--- config.mk ---
export PLATFORM = sky130hd
export DESIGN_NAME = periph_enum_regs
export DESIGN_NICKNAME = d
export VERILOG_FILES = /design/src/rtl/periph_enum_pkg.sv /design/src/rtl/pe_reg_decode.sv /design/src/rtl/pe_cursor_walk.sv /design/src/rtl/pe_copy_req.sv /design/src/rtl/periph_enum_regs.sv
export SDC_FILE = /design/constraint.sdc
export NUM_CORES = 1
export LEC_CHECK = 0
export BUFFER_PORTS_ARGS = -buffer_cell sky130_fd_sc_hd__buf_2
export CORE_AREA = 2 2 373 375
export CTS_CLUSTER_SIZE = 25
export DETAILED_ROUTE_END_ITERATION = 10
export DIE_AREA = 0 0 375 377
export PLACE_DENSITY_LB_ADDON = 0.08
export SYNTH_ARGS = -nofsm -noshare
export SYNTH_HDL_FRONTEND = slang
export SYNTH_HIERARCHICAL = 1
export SYNTH_SLANG_ARGS = --single-unit
--- constraint.sdc ---
create_clock -name clk -period 3.96 [get_ports clk]
set_input_delay 0.594 -clock clk [delete_from_list [all_inputs] [get_ports clk]]
set_output_delay 0.594 -clock clk [all_outputs]
set_load 0.05 [all_outputs]
--- src/rtl/periph_enum_pkg.sv ---
package periph_enum_pkg;
  localparam int WORD_W = 32;

  // register byte offsets
  localparam int OFF_OP    = 'h00;
  localparam int OFF_FETCH = 'h04;
  localparam int OFF_NLEN  = 'h08;
  localparam int OFF_ID    = 'h0C;
  localparam int OFF_BASE  = 'h10;
  localparam int OFF_SIZE  = 'h14;
  localparam int OFF_IRQ   = 'h18;
  localparam int OFF_ICNT  = 'h1C;
  localparam int OFF_HI    = 'h20;

  localparam logic [WORD_W-1:0] CODE_ADD  = 32'h0000_0008;
  localparam logic [WORD_W-1:0] CODE_DONE = 32'h0000_0000;

  typedef enum logic [3:0] {
    SEL_OP, SEL_FETCH, SEL_NLEN, SEL_ID, SEL_BASE,
    SEL_SIZE, SEL_IRQ, SEL_ICNT, SEL_HI, SEL_NONE
  } reg_sel_e;

  typedef struct packed {
    logic [WORD_W-1:0] name_len;
    logic [WORD_W-1:0] id;
    logic [WORD_W-1:0] base;
    logic [WORD_W-1:0] size;
    logic [WORD_W-1:0] irq_first;
    logic [WORD_W-1:0] irq_count;
  } entry_t;
endpackage

--- src/rtl/pe_reg_decode.sv ---
module pe_reg_decode
  import periph_enum_pkg::*;
#(
  parameter int ADDR_W = 8
) (
  input  logic [ADDR_W-1:0] addr,
  input  logic              write,
  input  logic [WORD_W-1:0] wdata,
  output reg_sel_e          sel,
  output logic              bad
);
  always_comb begin
    if      (addr == ADDR_W'(OFF_OP))    sel = SEL_OP;
    else if (addr == ADDR_W'(OFF_FETCH)) sel = SEL_FETCH;
    else if (addr == ADDR_W'(OFF_NLEN))  sel = SEL_NLEN;
    else if (addr == ADDR_W'(OFF_ID))    sel = SEL_ID;
    else if (addr == ADDR_W'(OFF_BASE))  sel = SEL_BASE;
    else if (addr == ADDR_W'(OFF_SIZE))  sel = SEL_SIZE;
    else if (addr == ADDR_W'(OFF_IRQ))   sel = SEL_IRQ;
    else if (addr == ADDR_W'(OFF_ICNT))  sel = SEL_ICNT;
    else if (addr == ADDR_W'(OFF_HI))    sel = SEL_HI;
    else                                 sel = SEL_NONE;
  end

  // legality of the access given its direction
  always_comb begin
    case (sel)
      SEL_NONE:            bad = 1'b1;
      SEL_OP:              bad = write && (wdata != '0);
      SEL_FETCH, SEL_HI:   bad = !write;
      default:             bad = write;
    endcase
  end
endmodule

--- src/rtl/pe_cursor_walk.sv ---
module pe_cursor_walk #(
  parameter int N_ENTRIES = 4,
  localparam int IDX_W = (N_ENTRIES > 1) ? $clog2(N_ENTRIES) : 1,
  localparam int CNT_W = $clog2(N_ENTRIES + 1)
) (
  input  logic             clk,
  input  logic             rst_n,
  input  logic             start,
  input  logic             clear,
  input  logic [CNT_W-1:0] count,
  output logic             cur_valid,
  output logic [IDX_W-1:0] cur_idx,
  output logic             busy,
  output logic             done,
  output logic             found
);
  logic [N_ENTRIES-1:0] flags;
  logic [CNT_W-1:0]     scan;
  logic                 scan_end;
  logic                 scan_hit;

  assign scan_end = (scan >= count);
  assign scan_hit = flags[scan[IDX_W-1:0]];
  assign done     = busy && (scan_end || !scan_hit);
  assign found    = busy && !scan_end && !scan_hit;

  always_ff @(posedge clk) begin
    if (!rst_n) begin
      flags     <= '0;
      cur_valid <= 1'b0;
      cur_idx   <= '0;
      busy      <= 1'b0;
      scan      <= '0;
    end else if (clear) begin
      flags     <= '0;
      cur_valid <= 1'b0;
    end else if (start) begin
      busy <= 1'b1;
      if (cur_valid) begin
        flags[cur_idx] <= 1'b1;
        scan           <= CNT_W'(cur_idx) + CNT_W'(1);
      end else begin
        scan <= '0;
      end
    end else if (busy) begin
      if (scan_end) begin
        cur_valid <= 1'b0;
        busy      <= 1'b0;
      end else if (scan_hit) begin
        scan <= scan + CNT_W'(1);
      end else begin
        cur_idx   <= scan[IDX_W-1:0];
        cur_valid <= 1'b1;
        busy      <= 1'b0;
      end
    end
  end

  // walk length watch for R11
  logic [CNT_W:0] busy_cycles;
  always_ff @(posedge clk) begin
    if (!rst_n || !busy) busy_cycles <= '0;
    else                 busy_cycles <= busy_cycles + 1'b1;
  end

  a_r3_retire_marks: assert property (@(posedge clk) disable iff (!rst_n)
    start && cur_valid && !clear |=> flags[$past(cur_idx)]);
  a_r3_found_fresh: assert property (@(posedge clk) disable iff (!rst_n)
    found |=> cur_valid && !busy && !flags[cur_idx]);
  a_r11_one_step: assert property (@(posedge clk) disable iff (!rst_n)
    busy && !done |=> busy && (scan == $past(scan) + CNT_W'(1)));
  a_r11_walk_bound: assert property (@(posedge clk) disable iff (!rst_n)
    busy_cycles <= (CNT_W + 1)'(N_ENTRIES + 1));
endmodule

--- src/rtl/pe_copy_req.sv ---
module pe_copy_req
  import periph_enum_pkg::*;
(
  input  logic                clk,
  input  logic                rst_n,
  input  logic                fire,
  input  logic [2*WORD_W-1:0] addr_in,
  input  logic [WORD_W-1:0]   len_in,
  input  logic                ack,
  output logic                cp_valid,
  output logic [2*WORD_W-1:0] cp_addr,
  output logic [WORD_W-1:0]   cp_len,
  output logic                drop
);
  assign drop = fire && cp_valid;

  always_ff @(posedge clk) begin
    if (!rst_n) begin
      cp_valid <= 1'b0;
      cp_addr  <= '0;
      cp_len   <= '0;
    end else begin
      if (cp_valid && ack) cp_valid <= 1'b0;
      if (fire && !cp_valid) begin
        cp_valid <= 1'b1;
        cp_addr  <= addr_in;
        cp_len   <= len_in;
      end
    end
  end

  a_r7_issue: assert property (@(posedge clk) disable iff (!rst_n)
    fire && !cp_valid |=> cp_valid && cp_addr == $past(addr_in) && cp_len == $past(len_in));
  a_r8_hold: assert property (@(posedge clk) disable iff (!rst_n)
    cp_valid && !ack |=> cp_valid && $stable(cp_addr) && $stable(cp_len));
  a_r9_drop_keeps: assert property (@(posedge clk) disable iff (!rst_n)
    drop && !ack |=> $stable(cp_addr) && $stable(cp_len));
endmodule

--- src/rtl/periph_enum_regs.sv ---
module periph_enum_regs
  import periph_enum_pkg::*;
#(
  parameter int N_ENTRIES = 4,
  parameter int ADDR_W    = 8,
  localparam int IDX_W = (N_ENTRIES > 1) ? $clog2(N_ENTRIES) : 1,
  localparam int CNT_W = $clog2(N_ENTRIES + 1),
  localparam int TBL_W = N_ENTRIES * WORD_W
) (
  input  logic                clk,
  input  logic                rst_n,
  input  logic                req_valid,
  output logic                req_ready,
  input  logic                req_write,
  input  logic [ADDR_W-1:0]   req_addr,
  input  logic [WORD_W-1:0]   req_wdata,
  output logic                rsp_valid,
  output logic [WORD_W-1:0]   rsp_rdata,
  input  logic [CNT_W-1:0]    tbl_count,
  input  logic [TBL_W-1:0]    tbl_name_len,
  input  logic [TBL_W-1:0]    tbl_id,
  input  logic [TBL_W-1:0]    tbl_base,
  input  logic [TBL_W-1:0]    tbl_size,
  input  logic [TBL_W-1:0]    tbl_irq,
  input  logic [TBL_W-1:0]    tbl_irq_cnt,
  output logic                irq_o,
  output logic                err_o,
  output logic                host64_o,
  output logic                cp_valid,
  input  logic                cp_ready,
  output logic [2*WORD_W-1:0] cp_addr,
  output logic [WORD_W-1:0]   cp_len
);
  reg_sel_e sel;
  logic     bad;

  pe_reg_decode #(.ADDR_W(ADDR_W)) u_dec (
    .addr (req_addr),
    .write(req_write),
    .wdata(req_wdata),
    .sel  (sel),
    .bad  (bad)
  );

  logic acc, acc_rd, acc_wr, acc_op_rd, acc_init, acc_fetch, acc_hi;
  assign acc       = req_valid && req_ready;
  assign acc_rd    = acc && !req_write;
  assign acc_wr    = acc && req_write;
  assign acc_op_rd = acc_rd && (sel == SEL_OP);
  assign acc_init  = acc_wr && (sel == SEL_OP) && !bad;
  assign acc_fetch = acc_wr && (sel == SEL_FETCH);
  assign acc_hi    = acc_wr && (sel == SEL_HI);

  logic [CNT_W-1:0] eff_count;
  assign eff_count = (tbl_count > CNT_W'(N_ENTRIES)) ? CNT_W'(N_ENTRIES) : tbl_count;

  logic             cur_valid;
  logic [IDX_W-1:0] cur_idx;
  logic             walk_busy, walk_done, walk_found;

  pe_cursor_walk #(.N_ENTRIES(N_ENTRIES)) u_walk (
    .clk      (clk),
    .rst_n    (rst_n),
    .start    (acc_op_rd),
    .clear    (acc_init),
    .count    (eff_count),
    .cur_valid(cur_valid),
    .cur_idx  (cur_idx),
    .busy     (walk_busy),
    .done     (walk_done),
    .found    (walk_found)
  );

  assign req_ready = !walk_busy;

  // table unpacking
  entry_t tbl_e [N_ENTRIES];
  for (genvar gi = 0; gi < N_ENTRIES; gi++) begin : g_entry
    assign tbl_e[gi].name_len  = tbl_name_len[gi*WORD_W +: WORD_W];
    assign tbl_e[gi].id        = tbl_id      [gi*WORD_W +: WORD_W];
    assign tbl_e[gi].base      = tbl_base    [gi*WORD_W +: WORD_W];
    assign tbl_e[gi].size      = tbl_size    [gi*WORD_W +: WORD_W];
    assign tbl_e[gi].irq_first = tbl_irq     [gi*WORD_W +: WORD_W];
    assign tbl_e[gi].irq_count = tbl_irq_cnt [gi*WORD_W +: WORD_W];
  end

  entry_t            cur_e;
  logic [WORD_W-1:0] field_data;
  assign cur_e = tbl_e[cur_idx];

  always_comb begin
    case (sel)
      SEL_NLEN: field_data = cur_e.name_len;
      SEL_ID:   field_data = cur_e.id;
      SEL_BASE: field_data = cur_e.base;
      SEL_SIZE: field_data = cur_e.size;
      SEL_IRQ:  field_data = cur_e.irq_first;
      SEL_ICNT: field_data = cur_e.irq_count;
      default:  field_data = '0;
    endcase
    if (!cur_valid) field_data = '0;
  end

  // read response
  always_ff @(posedge clk) begin
    if (!rst_n) begin
      rsp_valid <= 1'b0;
      rsp_rdata <= '0;
    end else begin
      rsp_valid <= 1'b0;
      if (acc_rd && (sel != SEL_OP)) begin
        rsp_valid <= 1'b1;
        rsp_rdata <= bad ? '0 : field_data;
      end else if (walk_done) begin
        rsp_valid <= 1'b1;
        rsp_rdata <= walk_found ? CODE_ADD : CODE_DONE;
      end
    end
  end

  // interrupt, flags and upper address latch
  logic [WORD_W-1:0] hi_word;
  logic              cp_drop;

  always_ff @(posedge clk) begin
    if (!rst_n) begin
      irq_o    <= 1'b0;
      err_o    <= 1'b0;
      host64_o <= 1'b0;
      hi_word  <= '0;
    end else begin
      if (acc_init)                     irq_o <= (eff_count != '0);
      else if (walk_done && !walk_found) irq_o <= 1'b0;
      if ((acc && bad) || cp_drop)      err_o <= 1'b1;
      if (acc_hi) begin
        hi_word  <= req_wdata;
        host64_o <= 1'b1;
      end
    end
  end

  pe_copy_req u_copy (
    .clk     (clk),
    .rst_n   (rst_n),
    .fire    (acc_fetch && cur_valid),
    .addr_in ({hi_word, req_wdata}),
    .len_in  (cur_e.name_len),
    .ack     (cp_ready),
    .cp_valid(cp_valid),
    .cp_addr (cp_addr),
    .cp_len  (cp_len),
    .drop    (cp_drop)
  );

  a_r2_done_code: assert property (@(posedge clk) disable iff (!rst_n)
    walk_done |=> rsp_valid && rsp_rdata == ($past(walk_found) ? CODE_ADD : CODE_DONE));
  a_r2_end_lowers_irq: assert property (@(posedge clk) disable iff (!rst_n)
    walk_done && !walk_found |=> !irq_o);
  a_r5_init_irq: assert property (@(posedge clk) disable iff (!rst_n)
    acc_init |=> irq_o == $past(eff_count != '0) && !cur_valid);
  a_r10_err_sticky: assert property (@(posedge clk) disable iff (!rst_n)
    err_o |=> err_o);
  a_r6_host64_sticky: assert property (@(posedge clk) disable iff (!rst_n)
    host64_o |=> host64_o);
  a_r10_bad_read_zero: assert property (@(posedge clk) disable iff (!rst_n)
    acc_rd && bad |=> rsp_valid && rsp_rdata == '0 && err_o);
  a_r4_empty_zero: assert property (@(posedge clk) disable iff (!rst_n)
    acc_rd && (sel != SEL_OP) && !cur_valid |=> rsp_valid && rsp_rdata == '0);
  a_r11_no_accept_busy: assert property (@(posedge clk) disable iff (!rst_n)
    walk_busy |=> !rsp_valid || !$past(acc));
endmodule

After elaboration in Yosys (flattened, before gate mapping)
Cells that the tools add are included.
{"block": "word_totals", "reg_bits": 176, "input_bits": 816, "out_inout_bits": 134, "word_cells": 134}
{"block": "classes", "n_bitwise": 7, "reduce_logical": 45, "addsub": 2, "n_lt_le_gt_ge": 6, "muxes": 41, "eq_ne": 19}
{"op": "192-bit binary-select mux with 2-bit select", "n": 1}
{"op": "192-bit 2-to-1 mux", "n": 2}
{"op": "32-bit case mux with 6 select lines", "n": 1}
{"op": "32-bit 2-to-1 mux", "n": 4}
{"op": "4-bit 2-to-1 mux", "n": 9}
{"op": "8-bit by 5-bit == test with 1-bit output (second input constant)", "n": 4}
{"op": "32-bit nonzero test", "n": 1}
{"op": "1-bit logical AND", "n": 20}
{"op": "3-bit 2-to-1 mux", "n": 6}
{"op": "4-bit by 3-bit == test with 1-bit output (second input constant)", "n": 4}
{"op": "8-bit by 4-bit == test with 1-bit output (second input constant)", "n": 2}
{"op": "1-bit 2-to-1 mux", "n": 15}
{"op": "2-bit nonzero test", "n": 5}
{"op": "4-bit by 2-bit == test with 1-bit output (second input constant)", "n": 2}
{"op": "4-bit == test (second input constant)", "n": 2}
{"op": "8-bit by 3-bit == test with 1-bit output (second input constant)", "n": 1}
{"op": "8-bit by 6-bit == test with 1-bit output (second input constant)", "n": 1}
{"op": "8-bit zero test", "n": 1}
{"op": "1-bit zero test", "n": 7}
{"op": "2-bit by 3-bit < comparator with 1-bit output (second input constant)", "n": 2}
{"op": "1-bit inverter", "n": 5}
{"op": "5-bit AND reduction", "n": 1}
{"op": "4-bit by 1-bit == test with 1-bit output (second input constant)", "n": 1}
{"op": "4-bit zero test", "n": 1}
{"op": "other kinds (20)", "n": 22}

Depth between registers and ports, before layout
Gate-level depths: netlist of the first run.
{"block": "logic_depth", "depth_word": 17, "mapped_depth": 11, "depth_no_buf": 10}

Hierarchy
The synthesis of the first run kept the hierarchy.
{"module": "periph_enum_regs", "instances": 1, "cells_per_inst": 671, "area_per_inst_um2": 8321.7, "seq_area_each_um2": 1361.3}
{"module": "pe_copy_req", "instances": 1, "cells_per_inst": 421, "area_per_inst_um2": 3861.2, "seq_area_each_um2": 1941.9}
{"module": "pe_cursor_walk", "instances": 1, "cells_per_inst": 84, "area_per_inst_um2": 725.7, "seq_area_each_um2": 220.2}
{"module": "pe_reg_decode", "instances": 1, "cells_per_inst": 23, "area_per_inst_um2": 160.2, "seq_area_each_um2": 0.0}

Worst setup path before layout of the first run
No wires, ideal clock.
{"block": "synth_path", "path_kind": "input to register", "start": "input port req_addr[1]", "end": "register u_walk.scan[1]", "cell_stages": 8, "slack_ns": 0.387, "setup_time_ns": 0.072, "arrival_time_ns": 3.502, "n_path_buf": 1, "path_cell_list": "or4_4 -> or3b_1 -> buf_2 -> or4_4 -> nor3_1 -> inv_1 -> a41oi_1 -> mux2i_1"}
{"block": "synth_via", "elab_chain_len": 17, "elab_cells_between_ends": 34, "classes_between": "eq/ne (12); mux (11); bitwise (1); reduce/logical (10)"}
{"element": "start: declaration", "line_no": "periph_enum_regs.sv:15", "rtl": "input logic [ADDR_W-1:0] req_addr,"}
{"element": "8-bit by 6-bit == test with 1-bit output", "line_no": "pe_reg_decode.sv:21", "rtl": "else if (addr == ADDR_W'(OFF_HI)) sel = SEL_HI;"}
{"element": "1-bit 2-to-1 mux", "line_no": "pe_reg_decode.sv:21"}
{"element": "4-bit 2-to-1 mux", "line_no": "pe_reg_decode.sv:20", "rtl": "else if (addr == ADDR_W'(OFF_ICNT)) sel = SEL_ICNT;"}
{"element": "4-bit 2-to-1 mux", "line_no": "pe_reg_decode.sv:19", "rtl": "else if (addr == ADDR_W'(OFF_IRQ)) sel = SEL_IRQ;"}
{"element": "4-bit 2-to-1 mux", "line_no": "pe_reg_decode.sv:18", "rtl": "else if (addr == ADDR_W'(OFF_SIZE)) sel = SEL_SIZE;"}
{"element": "4-bit 2-to-1 mux", "line_no": "pe_reg_decode.sv:17", "rtl": "else if (addr == ADDR_W'(OFF_BASE)) sel = SEL_BASE;"}
{"element": "4-bit 2-to-1 mux", "line_no": "pe_reg_decode.sv:16", "rtl": "else if (addr == ADDR_W'(OFF_ID)) sel = SEL_ID;"}
{"element": "4-bit 2-to-1 mux", "line_no": "pe_reg_decode.sv:15", "rtl": "else if (addr == ADDR_W'(OFF_NLEN)) sel = SEL_NLEN;"}
{"element": "[2 not listed]"}
{"element": "via sel[0]", "line_no": "periph_enum_regs.sv:34", "rtl": "reg_sel_e sel;"}
{"element": "4-bit by 1-bit == test with 1-bit output or 4-bit == test (tied branches)", "line_no": "pe_reg_decode.sv:27", "rtl": "case (sel)"}
{"element": "2-bit OR reduction", "line_no": "pe_reg_decode.sv:27"}
{"element": "1-bit case mux with 3 select lines", "line_no": "pe_reg_decode.sv:27"}
{"element": "1-bit zero test", "line_no": "periph_enum_regs.sv:50", "rtl": "assign acc_init = acc_wr && (sel == SEL_OP) && !bad;"}
{"element": "1-bit logical AND *", "line_no": "periph_enum_regs.sv:50"}
{"element": "via acc_init", "line_no": "periph_enum_regs.sv:45", "rtl": "logic acc, acc_rd, acc_wr, acc_op_rd, acc_init, acc_fetch, acc_hi;"}
{"element": "1-bit inverter (no line) *"}
{"element": "4-bit AND reduction (no line) *"}
{"element": "end signal: assignment", "line_no": "pe_cursor_walk.sv:41", "rtl": "scan <= CNT_W'(cur_idx) + CNT_W'(1);"}
{"element": "end signal: assignment", "line_no": "pe_cursor_walk.sv:50", "rtl": "scan <= scan + CNT_W'(1);"}
{"element": "end: declaration", "line_no": "pe_cursor_walk.sv:18", "rtl": "logic [CNT_W-1:0] scan;"}
The timed path passes the listed nets; every way through them passes the cells marked *.
A chain may end at the register's enable or synchronous reset.

Worst setup path after layout of the first run
{"block": "layout_path", "start": "input port req_addr[0]", "end": "register u_walk.scan[1]"}
The elaborated chain is that of the path after synthesis.

==> results.json, run 1 <==
{
  "ioPinCount": 950,
  "timing.critical_path.fanout_max": 8,
  "syn_area_mm2": 0.01307,
  "grt_setup_unrepaired": "no",
  "ff_latch_area_mm2": 0.003531,
  "routed_wirelength_mm": 119.3,
  "path_class": "in2reg",
  "final_cell_count_no_fill": 3918,
  "design.core.area_mm2": 0.1370,
  "p_per_area_mw_per_mm2": 215.5,
  "layout_fillers": 15510,
  "cts.hold.buffers_added": 0,
  "yosysSeqAreaShare": 0.2696,
  "htree_levels": 4,
  "dp_hpwl_mm": 103.4,
  "syn-instance-count": 1199,
  "tightestPinTransition_ns": 0.8032,
  "critPathRequiredTime_ns": 4.39,
  "worst_path_most_repeated_cell": "sky130_fd_sc_hd__or4_4",
  "outcome": "complete, no violations",
  "antenna_violations_before_repair": 103,
  "syn-mean-instance-area_um2": 10.90,
  "tritoncts_clock_tree": "yes",
  "synth-warning-count": 6,
  "multi_input_logic_area_mm2": 0.008924,
  "clkTransAtPathRegs_ns": 0.08,
  "critical_path.max_stage_delay_ns": 0.60,
  "total_leakage_power_uw": 0.008370,
  "cts_made_buffers": 17,
  "finalSetupViolCount": 0,
  "pre_cts_slack_ns": 0.3831,
  "post-route-worst-setup-slack_ns": 0.9113,
  "routed-via-count": 14890,
  "hold_class": "in2reg",
  "grt_start_max_net_pins": 101,
  "fp.dieH_um": 377,
  "clock_tree.root_cell": "sky130_fd_sc_hd__clkbuf_16",
  "number_of_nets_in_the_synthesized_netlist": 2023,
  "critPathTopFamily": "simple AND/OR/NAND/NOR gates",
  "layout_worst_path_cycle_share": 0.7699,
  "drt_first_pass_iters": 5,
  "area.growth.synth_to_final_pct": 58.74,
  "clock_sink_count": 176,
  "post_synth_num_cell_types": 55,
  "maxCapViolations": 0,
  "worst_path_max_delay_cell": "sky130_fd_sc_hd__or4_4",
  "grtUsageTotal": 0.1627,
  "first_global_vias": 15690,
  "fin_crit_ns": 3.049,
  "final_antenna_net_count": 0,
  "cts-root-to-sink-buffers": 2,
  "crit_chain": "buf_2 -> or4_4 -> or3b_1 -> or4_4 -> nor3_1 -> buf_4 -> nor2_1 -> a41oi_1 -> mux2i_1",
  "achievable_freq_mhz": 328.0,
  "synth-seq-cells": 176,
  "rows": 136,
  "cts_setup_buffers": 0,
  "finalSetupTns_ns": 0,
  "floorplan.die_area_mm2": 0.1414,
  "ys_dominant_reg_cell": "sky130_fd_sc_hd__dfxtp_1",
  "async_flop_share": 0,
  "drtIter0Drc": 844,
  "wire_length_of_the_first_global_routing_pass_mm": 152.0,
  "slew_headroom": 0.4646,
  "slew_viol_final": 0,
  "critical_path_arrival_ns": 3.48,
  "finish.net_count": 2919,
  "final_hold_slack_ns": 0.3531,
  "post_cts.resized_instances": 0,
  "port-buffer-count": 949,
  "chipWidth_um": 375,
  "placed_cell_area_mm2": 0.02012,
  "drc": 0,
  "via_per_inst": 3.799,
  "worst_setup_ep_type": "flop",
  "dpl.cell_count": 3870,
  "worst_setup_path_start_kind": "input pin",
  "grt-ovfl-total": 0,
  "clk-insertion-delay-late_ns": 0.53,
  "avgRoutedWirePerCell_um": 30.44,
  "number_of_flops_mapped_to_enable_cells_by_yosys": 0,
  "worst_supply_voltage_drop_on_vdd_v": 0.0003644,
  "path_buf_inv": 2,
  "finalClockSkew_ns": 0.03423,
  "share_of_final_layout_standard_cells_stronger_than_drive_strength_1": 0.5909,
  "report.final.hold_viol_count": 0,
  "gp_congestion": 0.8510,
  "floorplan.initialDensity": 0.09541,
  "final_area_mm2": 0.02074
}
Yosys cell counts, types with 2 or more instances:
library cell               number  area (µm²)
sky130_fd_sc_hd__nand2_1      300        1126
sky130_fd_sc_hd__mux4_2       193        4347
sky130_fd_sc_hd__dfxtp_1      176        3523
sky130_fd_sc_hd__mux2i_1      103        1031
sky130_fd_sc_hd__a22o_1        94       823.3
sky130_fd_sc_hd__clkbuf_1      67       251.5
sky130_fd_sc_hd__a21boi_1      63       473.0
sky130_fd_sc_hd__o31ai_1       32       240.2
sky130_fd_sc_hd__buf_2         27       135.1
sky130_fd_sc_hd__buf_6         12       135.1
sky130_fd_sc_hd__buf_4         11       82.58
sky130_fd_sc_hd__inv_1         11       41.29
sky130_fd_sc_hd__nor4_1         9       56.30
sky130_fd_sc_hd__a21oi_1        8       40.04
sky130_fd_sc_hd__ha_1           8       100.1
sky130_fd_sc_hd__nor2b_1        8       50.05
sky130_fd_sc_hd__nor2_1         7       26.28
sky130_fd_sc_hd__a31oi_1        5       31.28
sky130_fd_sc_hd__nor3b_1        5       37.54
sky130_fd_sc_hd__buf_8          4       60.06
sky130_fd_sc_hd__nor3_1         4       20.02
sky130_fd_sc_hd__o21a_1         4       30.03
sky130_fd_sc_hd__o21ai_0        4       20.02
sky130_fd_sc_hd__and2_1         3       18.77
sky130_fd_sc_hd__buf_1          3       11.26
sky130_fd_sc_hd__nor4bb_1       3       30.03
sky130_fd_sc_hd__nand3_1        2       10.01
sky130_fd_sc_hd__nand4_1        2       12.51
sky130_fd_sc_hd__nor4b_2        2       30.03
sky130_fd_sc_hd__o211a_1        2       20.02
sky130_fd_sc_hd__o211ai_1       2       15.01
sky130_fd_sc_hd__or4_4          2       22.52
final timing paths:
| kind | startpoint | endpoint | slack [ns] | cells after the start |
|---|---|---|---|---|
| max | req_addr[0] | u_walk/scan[1] | 0.91 | 9 |
| min | req_wdata[24] | u_copy/cp_addr[24] | 0.35 | 3 |
| max reg2reg | u_walk/cur_idx[0] | rsp_rdata[30] | 1.30 | 6 |
| min reg2reg | rsp_rdata[28] | rsp_rdata[28] | 0.45 | 2 |
placed cells by master, fill, tap and decap left out, types with 3 or more instances in the layout:
cell type,Yosys,routed
sky130_fd_sc_hd__buf_2,27,948
sky130_fd_sc_hd__nand2_1,300,300
sky130_fd_sc_hd__mux4_2,193,193
sky130_fd_sc_hd__dfxtp_1,176,174
sky130_fd_sc_hd__mux2i_1,103,103
sky130_fd_sc_hd__a22o_1,94,94
sky130_fd_sc_hd__a21boi_1,63,63
sky130_fd_sc_hd__buf_4,11,34
sky130_fd_sc_hd__o31ai_1,32,32
sky130_fd_sc_hd__buf_12,0,18
sky130_fd_sc_hd__diode_2,0,17
sky130_fd_sc_hd__clkbuf_16,0,17
sky130_fd_sc_hd__inv_1,11,11
sky130_fd_sc_hd__a21oi_1,8,8
sky130_fd_sc_hd__ha_1,8,8
sky130_fd_sc_hd__nor2b_1,8,7
sky130_fd_sc_hd__nor4_1,9,7
sky130_fd_sc_hd__nor2_1,7,7
sky130_fd_sc_hd__nor3b_1,5,5
sky130_fd_sc_hd__a31oi_1,5,5
sky130_fd_sc_hd__nor3_1,4,4
sky130_fd_sc_hd__o21ai_0,4,4
sky130_fd_sc_hd__o21a_1,4,4
sky130_fd_sc_hd__nor4bb_4,0,3
sky130_fd_sc_hd__inv_6,0,3
sky130_fd_sc_hd__clkinvlp_4,0,3
sky130_fd_sc_hd__and2_1,3,3
routing by layer:
layer,routed length [µm],vias to the layer above,global-route usage
met2,60330,714,0.2894
met4,2295,42,0.03325
li1,-,6450,-
met1,47580,7490,0.1896
met5,286,-,0
met3,8775,189,0.05279
final cells by class:
type	instances	share of cell area
inverter	12	0.002171
sequential	176	0.1702
timing repair buffer	1001	0.2591
clock inverter	13	0.007419
multi-input combinational	887	0.4302
tap	1794	0.1082
antenna	17	0.002051
clock buffer	18	0.02069
stage by stage:
step | util | total power (µW)
floorplan | - | 2049
global placement | 0.1469 | 2660
detailed placement | 0.1469 | 2662
CTS | 0.1511 | 4607
global route | 0.1513 | 4687
finish | 0.1514 | 4470
report_power, final:
group / internal [µW] / total (µW) / switching, µW
sequential: 1770 / 1770 / 1.03
combinational: 449 / 832 / 382
clock: 940 / 1870 / 929
total: 3160 / 4470 / 1310
registers in the layout, summed over array words and instances, names as in the netlist:
| register | count |
|---|---|
| err_o | 1 |
| hi_word | 32 |
| host64_o | 1 |
| irq_o | 1 |
| rsp_rdata | 32 |
| rsp_valid | 1 |
| u_copy/cp_addr | 64 |
| u_copy/cp_len | 32 |
| u_copy/cp_valid | 1 |
| u_walk/busy | 1 |
| u_walk/cur_idx | 2 |
| u_walk/cur_valid | 1 |
| u_walk/flags | 4 |
| u_walk/scan | 3 |
tightest hold or removal path: stages:
cell and delay, ns:
sky130_fd_sc_hd__buf_2 0.11, sky130_fd_sc_hd__nand2_1 0.05, sky130_fd_sc_hd__mux2i_1 0.06
logic make-up after synthesis:
kind of cell,synth area share
flip-flops,0.2696
buffers and inverters,0.05515
multiplexers,0.4115
adder cells (fa/ha/maj),0.007659
AO/OA/AOI/OAI,0.1373
AND/OR/NAND/NOR,0.1188
Note: power is estimated with default switching activity, not from simulation.
==> run 2, diff against run 1 <==
==> constraint.sdc (replaced) <==
create_clock -name clk -period 3.1 [get_ports clk]
set_input_delay 0.465 -clock clk [delete_from_list [all_inputs] [get_ports clk]]
set_output_delay 0.465 -clock clk [all_outputs]
set_load 0.05 [all_outputs]
==> results.json, run 2 (synthesis results as in run 1) <==
{
  "outcome": "complete, no violations",
  "wire_length_of_the_first_global_routing_pass_mm": 150.7,
  "drc": 0,
  "floorplan.initialDensity": 0.09541,
  "dp_hpwl_mm": 103.1,
  "area.growth.synth_to_final_pct": 62.01,
  "critPathRequiredTime_ns": 3.54,
  "routed-via-count": 15060,
  "critical_path_arrival_ns": 3.16,
  "ff_latch_area_mm2": 0.003531,
  "design.core.area_mm2": 0.1370,
  "via_per_inst": 3.789,
  "slew_viol_final": 0,
  "chipWidth_um": 375,
  "rows": 136,
  "worst_setup_ep_type": "flop",
  "hold_class": "in2reg",
  "floorplan.die_area_mm2": 0.1414,
  "layout_fillers": 15500,
  "ioPinCount": 950,
  "finalClockSkew_ns": 0.02334,
  "htree_levels": 4,
  "tightestPinTransition_ns": 0.7496,
  "cts-root-to-sink-buffers": 2,
  "clkTransAtPathRegs_ns": 0.08,
  "finish.net_count": 2955,
  "routed_wirelength_mm": 118.1,
  "total_leakage_power_uw": 0.008599,
  "tritoncts_clock_tree": "yes",
  "final_antenna_net_count": 0,
  "port-buffer-count": 949,
  "report.final.hold_viol_count": 0,
  "clk-insertion-delay-late_ns": 0.52,
  "fin_crit_ns": 2.716,
  "grt_start_max_net_pins": 83,
  "post-route-worst-setup-slack_ns": 0.3843,
  "first_global_vias": 15550,
  "avgRoutedWirePerCell_um": 29.72,
  "maxCapViolations": 0,
  "timing.critical_path.fanout_max": 32,
  "largest_reg_flops": 64,
  "achievable_freq_mhz": 368.2,
  "grt_setup_unrepaired": "no",
  "drtIter0Drc": 814,
  "post_cts.resized_instances": 0,
  "drt_first_pass_iters": 5,
  "multi_input_logic_area_mm2": 0.008940,
  "share_of_final_layout_standard_cells_stronger_than_drive_strength_1": 0.5992,
  "layout_commonest_cell": "sky130_fd_sc_hd__buf_2",
  "path_class": "in2reg",
  "clock_sink_count": 176,
  "grtUsageTotal": 0.1612,
  "worst_setup_path_start_kind": "input pin",
  "clock_tree.root_cell": "sky130_fd_sc_hd__clkbuf_16",
  "cts_made_buffers": 17,
  "final_hold_slack_ns": 0.2146,
  "p_per_area_mw_per_mm2": 274.4,
  "slew_headroom": 0.5003,
  "finalSetupViolCount": 0,
  "pre_cts_slack_ns": -0.1920,
  "layout_worst_path_cycle_share": 0.8760,
  "most-common-layout-cells": "sky130_fd_sc_hd__buf_2, sky130_fd_sc_hd__nand2_1, sky130_fd_sc_hd__mux4_2",
  "cts.hold.buffers_added": 0,
  "worst_supply_voltage_drop_on_vdd_v": 0.0004503,
  "fp.dieH_um": 377,
  "regMostFlops": "u_copy/cp_addr",
  "antenna_violations_before_repair": 116,
  "grt-ovfl-total": 0,
  "gp_congestion": 0.8319,
  "cts_setup_buffers": 0
}
[run 2: cell types whose count changed in the layout (fill, tap and decap cells not counted), sizes merged]
cell	delta
inv	+2
clkinvlp	-1
buf	+36
diode	+20
clkbuf	-1
[run 2: worst paths after layout]
| kind | startpoint | to | slack, ns | cells past startpoint |
|---|---|---|---|---|
| min | cp_ready | u_copy/cp_valid | 0.21 | 3 |
| min reg2reg | rsp_rdata[17] | rsp_rdata[17] | 0.45 | 2 |
| max | req_addr[1] | rsp_rdata[26] | 0.38 | 8 |
| max reg2reg | u_walk/cur_idx[0] | rsp_rdata[14] | 0.58 | 6 |
[run 2: power by group]
part           leakage, µW  internal [µW]  switching, µW
Clock             0.000288           1220           1250
Combinational      0.00689            579            503
Sequential         0.00142           2260           1.17
Total              0.00860           4050           1760
[run 2: area by class of cell]
type / count / share of cell area
multi-input cells: 887 / 0.4222
diodes: 37 / 0.004373
clock inverters: 14 / 0.008273
inverters: 12 / 0.002127
repair buffers: 1037 / 0.2701
well taps: 1794 / 0.1060
clock buffers: 17 / 0.02009
flip-flops and latches: 176 / 0.1668
[run 2: worst max-delay path, stage by stage]
cell,delay [ns]
sky130_fd_sc_hd__buf_2,0.13
sky130_fd_sc_hd__or4_4,0.61
sky130_fd_sc_hd__nor2_4,0.14
sky130_fd_sc_hd__and2_1,0.41
sky130_fd_sc_hd__and4b_4,0.79
sky130_fd_sc_hd__a22o_1,0.29
sky130_fd_sc_hd__o31ai_1,0.09
sky130_fd_sc_hd__a21boi_1,0.15
[run 2: through the flow]
stage               instances  power, µW    util  TNS, ns  cell area (µm²)
floorplan                1199       2618       -        0            13080
global placement         3904       3429  0.1493   -27.64            20450
detailed placement       3906       3427  0.1495   -8.597            20480
CTS                      3937       6012  0.1539        0            21080
global route             3942       6103  0.1540        0            21090
finish                   3974       5811  0.1546        0            21170
[run 2: layer usage]
layer | global-route usage | wire length (µm)
met1 | 0.1900 | 46100
met2 | 0.2820 | 58590
met3 | 0.05716 | 11050
met4 | 0.02929 | 2089
met5 | 0 | 284
==> run 3, diff against run 2 <==
--- a/config.mk
+++ b/config.mk
@@ -5,12 +5,14 @@
 export SDC_FILE = /design/constraint.sdc
 export NUM_CORES = 1
 export LEC_CHECK = 0
+export ABC_AREA = 1
 export BUFFER_PORTS_ARGS = -buffer_cell sky130_fd_sc_hd__buf_2
 export CORE_AREA = 2 2 373 375
 export CTS_CLUSTER_SIZE = 25
 export DETAILED_ROUTE_END_ITERATION = 10
 export DIE_AREA = 0 0 375 377
 export PLACE_DENSITY_LB_ADDON = 0.08
+export SKIP_LAST_GASP = 1
 export SYNTH_ARGS = -nofsm -noshare
 export SYNTH_HDL_FRONTEND = slang
 export SYNTH_HIERARCHICAL = 1
==> results.json, run 3 <==
{
  "outcome": "complete, no violations",
  "final_hold_slack_ns": 0.2512,
  "total_switching_power_uw": 1935,
  "synth_area_leaders": "sky130_fd_sc_hd__nand2_1, sky130_fd_sc_hd__dfxtp_1, sky130_fd_sc_hd__nand3_1",
  "wire_length_of_the_first_global_routing_pass_mm": 194.2,
  "post_synth_num_cell_types": 35,
  "final_antenna_net_count": 0,
  "synthMostInstantiatedCell": "sky130_fd_sc_hd__nand2_1",
  "drc": 0,
  "syn-instance-count": 3333,
  "total_leakage_power_uw": 0.01387,
  "p_int_uw": 3957,
  "p_per_area_mw_per_mm2": 238.4,
  "clk-insertion-delay-late_ns": 0.50,
  "cts.hold.buffers_added": 0,
  "async_flop_share": 0,
  "path_class": "reg2reg",
  "clock_sink_count": 176,
  "floorplan.die_area_mm2": 0.1414,
  "finish.net_count": 5033,
  "cts_setup_buffers": 0,
  "clock_tree.root_cell": "sky130_fd_sc_hd__clkbuf_16",
  "routed_wirelength_mm": 142.8,
  "finalClockSkew_ns": 0.01996,
  "yosys-top-cells-count": "sky130_fd_sc_hd__nand2_1, sky130_fd_sc_hd__inv_1, sky130_fd_sc_hd__nor2_1",
  "dp_hpwl_mm": 121.0,
  "regMostFlops": "u_copy/cp_addr",
  "syn-mean-instance-area_um2": 5.018,
  "post-route-util": 0.1804,
  "dpl.cell_count": 5984,
  "worst_setup_path_start_kind": "flop",
  "syn_area_mm2": 0.01673,
  "clkTransAtPathRegs_ns": 0.09,
  "first_global_vias": 23810,
  "tightestPinTransition_ns": 1.068,
  "gp_congestion": 0.8337,
  "chipWidth_um": 375,
  "drtIter0Drc": 1126,
  "cts-root-to-sink-buffers": 2,
  "layout_commonest_cell": "sky130_fd_sc_hd__nand2_1",
  "port-buffer-count": 949,
  "ys_dominant_reg_cell": "sky130_fd_sc_hd__dfxtp_1",
  "yosysSeqAreaShare": 0.2107,
  "layout_fillers": 16580,
  "floorplan.initialDensity": 0.1221,
  "worst_setup_ep_type": "flop",
  "synth_largest_area_cell": "sky130_fd_sc_hd__nand2_1",
  "layout_worst_path_cycle_share": 0.9297,
  "worst_supply_voltage_drop_on_vdd_v": 0.0003142,
  "share_of_final_layout_standard_cells_stronger_than_drive_strength_1": 0.2686,
  "grt-ovfl-total": 0,
  "achievable_freq_mhz": 347.0,
  "largest_reg_flops": 64,
  "maxCapViolations": 0,
  "post_cts.resized_instances": 0,
  "critical_path_arrival_ns": 3.28,
  "design.core.area_mm2": 0.1370,
  "slew_viol_final": 0,
  "avgRoutedWirePerCell_um": 23.64,
  "most-common-layout-cells": "sky130_fd_sc_hd__nand2_1, sky130_fd_sc_hd__buf_2, sky130_fd_sc_hd__inv_1",
  "htree_levels": 4,
  "number_of_flops_mapped_to_enable_cells_by_yosys": 0,
  "synth-warning-count": 6,
  "number_of_nets_in_the_synthesized_netlist": 4157,
  "slew_headroom": 0.2880,
  "fin_crit_ns": 2.882,
  "routed-via-count": 23460,
  "report.final.hold_viol_count": 0,
  "cts_made_buffers": 17,
  "via_per_inst": 3.884,
  "yosysTopAreaCellShare": 0.2861,
  "drt_first_pass_iters": 5,
  "placed_cell_area_mm2": 0.02404,
  "rows": 136,
  "fp.dieH_um": 377,
  "combinationalPowerShare": 0.208,
  "antenna_violations_before_repair": 83,
  "seq_power_share": 0.384,
  "switching_share": 0.3284,
  "share_clk_of_total_power": 0.407,
  "critPathRequiredTime_ns": 3.49,
  "finalSetupViolCount": 0,
  "ioPinCount": 950,
  "grt_setup_unrepaired": "no",
  "final_cell_count_no_fill": 6039,
  "synth-seq-cells": 176,
  "timing.critical_path.fanout_max": 53,
  "hold_class": "in2reg",
  "final_area_mm2": 0.02472,
  "grtUsageTotal": 0.1970,
  "power.total_uw": 5892,
  "grt_start_max_net_pins": 112,
  "area.growth.synth_to_final_pct": 47.77,
  "tritoncts_clock_tree": "yes"
}
## run 3: changes by cell type after synthesis, sizes merged, moves of 99 or more
cell,delta
nand3,+441
mux2i,-103
o21ai,+133
nor2,+448
buf,+99
mux4,-193
nand2,+979
inv,+519
## run 3: kinds of logic (layout without fill, tap and decap cells)
group | after synthesis | after routing | synth area share
AO/OA/AOI/OAI | 187 | 187 | 0.05700
XOR/XNOR | 1 | 1 | 0.0005237
adder cells (fa/ha/maj) | 8 | 8 | 0.005985
buffers and inverters | 738 | 1627 | 0.1824
flip-flops | 176 | 176 | 0.2107
other | 0 | 23 | 0
AND/OR/NAND/NOR | 2223 | 2223 | 0.5435
## run 3: final timing paths
path | startpoint | endpoint | slack, ns | depth (start not counted)
worst max-delay path | u_walk/cur_idx[0] | rsp_rdata[0] | 0.22 | 10
worst min-delay path | req_wdata[12] | hi_word[12] | 0.25 | 3
worst max register to register | u_walk/cur_idx[0] | rsp_rdata[0] | 0.22 | 10
worst min register to register | u_walk/flags[3] | u_walk/flags[3] | 0.45 | 2
## run 3: per-stage QoR
stage	setup slack [ns]	setup TNS, ns
2_1_floorplan	0.7811	0
3_3_place_gp	-0.08838	-0.7796
3_5_place_dp	-0.08178	-0.5600
4_1_cts	0.2907	0
5_1_grt	0.1669	0
6_report	0.2179	0
## run 3: power by group through the flow
stage               Clock [µW]  Sequential [µW]  Combinational [µW]
floorplan                    0             2330                 422
global placement             0             2320                1260
detailed placement           0             2320                1250
CTS                       2530             2270                1260
global route              2600             2270                1390
finish                    2400             2260                1230
## run 3: final cells by class
cell class | instances | area (µm²) | area share
antenna | 23 | 57.56 | 0.002329
clock buffer | 17 | 425.4 | 0.01721
clock inverter | 15 | 196.4 | 0.007948
inverter | 533 | 2019 | 0.08171
multi-input combinational | 2419 | 10220 | 0.4133
sequential | 176 | 3531 | 0.1429
tap | 1794 | 2245 | 0.09082
timing repair buffer | 1062 | 6026 | 0.2438
## run 3: metal layers
layer	vias up	share of wire	track usage
met2	745	0.47	0.3421
li1	11760	-	-
met4	38	0.014	0.02404
met5	-	0.0015	0
met3	156	0.054	0.04048
met1	10760	0.46	0.2557
## run 3: worst max-delay path, stage by stage, from the launching register on
cell and delay, ns:
sky130_fd_sc_hd__dfxtp_4 0.57, sky130_fd_sc_hd__clkinv_8 0.29, sky130_fd_sc_hd__buf_4 0.44, sky130_fd_sc_hd__nand2_1 0.11, sky130_fd_sc_hd__nand3_1 0.28, sky130_fd_sc_hd__nand3_1 0.26, sky130_fd_sc_hd__nand2_1 0.11, sky130_fd_sc_hd__nor2_1 0.32
sky130_fd_sc_hd__nand2_1 0.09, sky130_fd_sc_hd__nand2_1 0.08, sky130_fd_sc_hd__a21oi_1 0.06
